===== src/rtl/asram_pkg.sv =====
package asram_pkg;

  typedef enum logic [2:0] {
    ST_IDLE,
    ST_LEAD,
    ST_PULSE,
    ST_ACCESS,
    ST_RECOV
  } asram_st_e;

  function automatic int max4(input int a, input int b, input int c, input int d);
    int m;
    m = a;
    if (b > m) m = b;
    if (c > m) m = c;
    if (d > m) m = d;
    return m;
  endfunction

endpackage


===== src/rtl/asram_phase_timer.sv =====
module asram_phase_timer #(
  parameter int CNT_W = 4
) (
  input  logic             clk,
  input  logic             rst,
  input  logic             load,
  input  logic [CNT_W-1:0] load_val,
  output logic             last
);

  logic [CNT_W-1:0] cnt;

  always_ff @(posedge clk) begin
    if (rst) begin
      cnt <= '0;
    end else if (load) begin
      cnt <= load_val - CNT_W'(1);
    end else if (cnt != '0) begin
      cnt <= cnt - CNT_W'(1);
    end
  end

  assign last = (cnt == '0);

  // every phase lasts at least one clock
  a_r6_phase_nonzero: assert property (@(posedge clk) disable iff (rst)
    load |-> (load_val != '0));

endmodule


===== src/rtl/asram_pin_drive.sv =====
module asram_pin_drive #(
  parameter int ADDR_W    = 14,
  parameter int PULSE_CYC = 3,
  parameter int CNT_W     = 4
) (
  input  logic              clk,
  input  logic              rst,
  input  logic              cap,
  input  logic [ADDR_W-1:0] cap_addr,
  input  logic              cap_di,
  input  logic              ce_on,
  input  logic              we_on,
  output logic [ADDR_W-1:0] ram_addr,
  output logic              ram_ce_n,
  output logic              ram_we_n,
  output logic              ram_di
);

  always_ff @(posedge clk) begin
    if (rst) begin
      ram_addr <= '0;
      ram_di   <= 1'b0;
      ram_ce_n <= 1'b1;
      ram_we_n <= 1'b1;
    end else begin
      if (cap) begin
        ram_addr <= cap_addr;
        ram_di   <= cap_di;
      end
      ram_ce_n <= ~ce_on;
      ram_we_n <= ~we_on;
    end
  end

  // checker: length of the current write-enable low pulse
  logic [CNT_W-1:0] we_lo_cnt;
  always_ff @(posedge clk) begin
    if (rst || ram_we_n) begin
      we_lo_cnt <= '0;
    end else if (we_lo_cnt != '1) begin
      we_lo_cnt <= we_lo_cnt + CNT_W'(1);
    end
  end

  // write strobe only inside chip enable
  a_r2_we_inside_ce: assert property (@(posedge clk) disable iff (rst)
    !ram_we_n |-> !ram_ce_n);

  // address and data frozen while the chip is enabled
  a_r3_pins_frozen: assert property (@(posedge clk) disable iff (rst)
    !ram_ce_n |=> (ram_ce_n || ($stable(ram_addr) && $stable(ram_di))));

  // write pulse not shorter than PULSE_CYC
  a_r3_pulse_width: assert property (@(posedge clk) disable iff (rst)
    $rose(ram_we_n) |-> (int'(we_lo_cnt) >= PULSE_CYC));

  // both strobes end the write together
  a_r3_joint_release: assert property (@(posedge clk) disable iff (rst)
    $rose(ram_we_n) |-> ram_ce_n);

endmodule


===== src/rtl/asram_cycle_ctrl.sv =====
module asram_cycle_ctrl
  import asram_pkg::*;
#(
  parameter int ADDR_W    = 14,
  parameter int SETUP_CYC = 2,
  parameter int PULSE_CYC = 3,
  parameter int ACC_CYC   = 4,
  parameter int RECOV_CYC = 1
) (
  input  logic              clk,
  input  logic              rst,
  input  logic              req_valid,
  output logic              req_ready,
  input  logic              req_write,
  input  logic [ADDR_W-1:0] req_addr,
  input  logic              req_wdata,
  output logic              done,
  output logic              rd_data,
  output logic [ADDR_W-1:0] ram_addr,
  output logic              ram_ce_n,
  output logic              ram_we_n,
  output logic              ram_di,
  input  logic              ram_do
);

  localparam int MAX_CYC = max4(SETUP_CYC, PULSE_CYC, ACC_CYC, RECOV_CYC);
  localparam int CNT_W   = $clog2(MAX_CYC + 1) + 1;

  asram_st_e        state, nxt;
  logic             t_load, t_last, cap, fin;
  logic [CNT_W-1:0] t_val;
  logic             ce_on, we_on;

  always_comb begin
    nxt    = state;
    t_load = 1'b0;
    t_val  = '0;
    cap    = 1'b0;
    fin    = 1'b0;
    unique case (state)
      ST_IDLE: if (req_valid) begin
        cap    = 1'b1;
        t_load = 1'b1;
        nxt    = req_write ? ST_LEAD : ST_ACCESS;
        t_val  = req_write ? CNT_W'(SETUP_CYC) : CNT_W'(ACC_CYC);
      end
      ST_LEAD: if (t_last) begin
        nxt    = ST_PULSE;
        t_load = 1'b1;
        t_val  = CNT_W'(PULSE_CYC);
      end
      ST_PULSE, ST_ACCESS: if (t_last) begin
        nxt    = ST_RECOV;
        t_load = 1'b1;
        t_val  = CNT_W'(RECOV_CYC);
        fin    = 1'b1;
      end
      ST_RECOV: if (t_last) nxt = ST_IDLE;
      default: nxt = ST_IDLE;
    endcase
  end

  assign ce_on = (nxt == ST_LEAD) || (nxt == ST_PULSE) || (nxt == ST_ACCESS);
  assign we_on = (nxt == ST_PULSE);

  always_ff @(posedge clk) begin
    if (rst) begin
      state   <= ST_IDLE;
      done    <= 1'b0;
      rd_data <= 1'b0;
    end else begin
      state <= nxt;
      done  <= fin;
      if (state == ST_ACCESS && t_last) rd_data <= ram_do;
    end
  end

  assign req_ready = (state == ST_IDLE);

  asram_phase_timer #(.CNT_W(CNT_W)) u_timer (
    .clk      (clk),
    .rst      (rst),
    .load     (t_load),
    .load_val (t_val),
    .last     (t_last)
  );

  asram_pin_drive #(
    .ADDR_W    (ADDR_W),
    .PULSE_CYC (PULSE_CYC),
    .CNT_W     (CNT_W)
  ) u_pins (
    .clk      (clk),
    .rst      (rst),
    .cap      (cap),
    .cap_addr (req_addr),
    .cap_di   (req_wdata),
    .ce_on    (ce_on),
    .we_on    (we_on),
    .ram_addr (ram_addr),
    .ram_ce_n (ram_ce_n),
    .ram_we_n (ram_we_n),
    .ram_di   (ram_di)
  );

  // completion pulse lasts one cycle
  a_r5_done_single: assert property (@(posedge clk) disable iff (rst)
    done |=> !done);

  // not ready while recovering
  a_r6_busy_after_done: assert property (@(posedge clk) disable iff (rst)
    done |-> !req_ready);

  // the access phase drives a read strobe pattern
  a_r4_read_pins: assert property (@(posedge clk) disable iff (rst)
    (state == ST_ACCESS) |-> (!ram_ce_n && ram_we_n));

  // acceptance leaves the idle state
  a_r6_accept_busy: assert property (@(posedge clk) disable iff (rst)
    (req_valid && req_ready) |=> !req_ready);

endmodule


===== config.mk =====
export PLATFORM = sky130hd
export DESIGN_NAME = asram_cycle_ctrl
export DESIGN_NICKNAME = d
export VERILOG_FILES = /design/src/rtl/asram_pkg.sv /design/src/rtl/asram_phase_timer.sv /design/src/rtl/asram_pin_drive.sv /design/src/rtl/asram_cycle_ctrl.sv
export SDC_FILE = /design/constraint.sdc
export NUM_CORES = 1
export LEC_CHECK = 0
export CAP_MARGIN = 15
export CELL_PAD_IN_SITES_DETAIL_PLACEMENT = 0
export CELL_PAD_IN_SITES_GLOBAL_PLACEMENT = 1
export CORE_UTILIZATION = 28
export CTS_CLUSTER_DIAMETER = 120
export CTS_CLUSTER_SIZE = 8
export DETAILED_ROUTE_END_ITERATION = 7
export DONT_BUFFER_PORTS = 1
export PLACE_DENSITY = 0.52
export SYNTH_ARGS = -nofsm -noshare
export SYNTH_HDL_FRONTEND = slang
export SYNTH_SLANG_ARGS = --single-unit
export TNS_END_PERCENT = 50

===== constraint.sdc =====
create_clock -name clk -period 2.97 [get_ports clk]
set_clock_uncertainty 0.15 [all_clocks]
set_input_delay 0.4455 -clock clk [delete_from_list [all_inputs] [get_ports clk]]
set_output_delay 0.4455 -clock clk [all_outputs]
set_load 0.02 [all_outputs]

==> results.json <==
{
  "worst_ep_required_time_ps": 3010,
  "layout-drive-gt1-share_pct": 7.377,
  "cts_buffers": 3,
  "fp.dieH_um": 63.70,
  "rows": 22,
  "antenna_found_initial": 0,
  "cts_num_sinks": 26,
  "r2r_cells": 6,
  "fillCellCount": 392,
  "synth_area_mm2": 0.001066,
  "multi_input_area_um2": 523.0,
  "slew_headroom_pct": 53.82,
  "status": "finished, final reports clean",
  "r2r_start": "u_timer.cnt[2]",
  "grtUsageTotal_pct": 12.83,
  "r2r_slack_ps": 600,
  "post-place-ws_ps": 619.5,
  "placed_cells": 166,
  "period_share_pct": 79.72,
  "worstHoldStart": "rst",
  "p_leak_nw": 0.4210,
  "die_area_mm2": 0.004058,
  "overflow": 0,
  "htree_levels": 1,
  "seqCellArea_um2": 520.5,
  "fin_util_pct": 32.50,
  "drtIter0Drc": 33,
  "vias_per_cell": 5.118,
  "cap_violations": 0,
  "cts_resized": 0,
  "fin_tns_setup_ps": 0,
  "ys_ff_latch": 26,
  "grt_max_degree": 25,
  "gr-usage-met3_pct": 2.899,
  "crit_path_start_kind": "register",
  "clk_path_buf_depth": 2,
  "whs_path_depth": 1,
  "final_common_cell": "nand2_1",
  "start_util_pct": 29.12,
  "num_vias": 870,
  "drc": 0,
  "cts-root-buf": "clkbuf_8",
  "num_antenna_cells": 0,
  "synth_nets": 145,
  "crit_fanout": 6,
  "crit_buf_inv": 0,
  "hold_viol": 0,
  "post-dp-hpwl_um": 1544,
  "wl_um": 2406,
  "grt_util_met1_pct": 14.99,
  "setup_violations": 0,
  "final_cell_mix": "nand2_1, dfxtp_1, a21oi_1, nor3_1, a211oi_1",
  "crit_arrival_ps": 2410,
  "grt_most_used_layer": "met2",
  "final_antenna_net_count": 0,
  "wl_per_cell_um": 14.15,
  "power_mw": 1.191,
  "cp_top_family": "simple AND/OR/NAND/NOR gates",
  "tritoncts": "yes",
  "holdPathEnd": "u_pins.ram_addr[13]",
  "synth.distinct_cells": 31,
  "yosysWarnings": 0,
  "pwr_density_cell_mw_per_mm2": 1001,
  "postCtsSetupRepairBufs": 0,
  "whs_ps": 77.99,
  "place_congestion": 0.7404,
  "async_reset_ff_share_pct": 0,
  "design_area_mm2": 0.001190,
  "rsz0062_at_grt": "false",
  "synth_cells": 124,
  "synth-edff-count": 0,
  "slowest_stage": "or4_1",
  "clk_latency_ps": 270,
  "fmax_mhz": 422.4,
  "grt_pass1_vias": 849,
  "grt_pass1_wl_um": 3953,
  "io_buffers": 0,
  "tightestPinTransition_ps": 687.0,
  "fin_cells": 170,
  "maxSlewViolCount": 0,
  "setup_slack_ps": 602.3,
  "slowest_delay_ps": 600,
  "core_mm2": 0.003661,
  "fin_crit_ps": 2368,
  "nets": 144,
  "die_w_um": 63.70,
  "dpl_cell_area_mm2": 0.001119,
  "drt_first_pass_iters": 4,
  "crit_type": "reg2reg",
  "yosysSeqAreaShare_pct": 48.83,
  "hold_path.class": "in2reg",
  "syn2layout_area_growth_pct": 11.62,
  "cts_hold_buf": 0,
  "ys.flop_type": "dfxtp_1",
  "clkSlewWorstSetupHoldPaths_ps": 100,
  "io_pins": 40,
  "synth.avg_cell_area_um2": 8.597,
  "r2r-end": "u_timer.cnt[2]",
  "grt_use_met2_pct": 21.94,
  "vdd_drop_max_mv": 0.3868,
  "endpoint_kind": "register",
  "path_cells": "or4_1 > nor4b_1 > a211oi_1 > ha_1 > or3_1 > a311oi_2"
}
cell families (layout without fill, tap and decap cells):
group / count (synthesis) / count (layout) / synth area share [%]
buffers and inverters: 8 / 6 / 2.934
flip-flops: 26 / 26 / 48.83
adder cells (fa/ha/maj): 1 / 1 / 1.174
AO/OA/AOI/OAI: 31 / 31 / 18.43
AND/OR/NAND/NOR: 58 / 58 / 28.64
synthesized netlist by cell type (all sizes together) (2+ instances only):
cell type	n	area, um^2
a211o	2	17.52
a211oi	4	30.03
dfxtp	26	520.5
nand2	33	123.9
clkbuf	7	26.28
a21oi	18	90.09
nor3b	2	15.01
nor3	5	25.02
and2	2	12.51
nor2b	2	12.51
nand3	2	10.01
o21ai	2	10.00
nor4b	3	32.53
cell type report:
class | count | share of cell area (%)
Multi-Input combinational cell | 90 | 43.95
Sequential cell | 26 | 43.74
Tap cell | 48 | 5.047
Clock buffer | 3 | 3.470
Clock inverter | 1 | 2.524
Timing Repair Buffer | 2 | 1.262
worst reg2reg max path, delay by kind of cell, from the launching register on:
kind                     cells  cell delay [ps]
adder cells (fa/ha/maj)      1              230
AO/OA/AOI/OAI                2              310
flip-flops                   1              370
AND/OR/NAND/NOR              3             1230
registers in the layout, summed over array words and instances, names as in the netlist:
register,cells
u_timer.cnt,4
u_pins.ram_we_n,1
done,1
u_pins.ram_ce_n,1
u_pins.ram_di,1
u_pins.ram_addr,14
state,3
rd_data,1
how the worst max path moves through the flow:
stage	from	end	slack [ps]	cells past startpoint
after global placement	u_timer.cnt[2]	u_timer.cnt[2]	660	6
final	u_timer.cnt[2]	u_timer.cnt[2]	600	6
after floorplan	req_valid	u_timer.cnt[2]	690	8
after CTS	u_timer.cnt[2]	u_timer.cnt[2]	600	6
after global routing	u_timer.cnt[2]	u_timer.cnt[2]	500	6
after detailed placement	u_timer.cnt[2]	u_timer.cnt[2]	620	6
power by group:
group / leakage [nW] / switching, mW / internal [mW]
Sequential: 0.213 / 0.141 / 0.421
Clock: 0.0357 / 0.117 / 0.180
Combinational: 0.172 / 0.187 / 0.145
routing by layer:
| layer | share of wire, % | up-vias | wire [um] |
|---|---|---|---|
| li1 | - | 430 | - |
| met1 | 47 | 414 | 1132 |
| met2 | 47 | 22 | 1127 |
| met3 | 4.6 | 4 | 111 |
| met4 | 1.4 | 0 | 34 |
| met5 | 0 | - | 0 |
(Power assumes the default switching activity.)
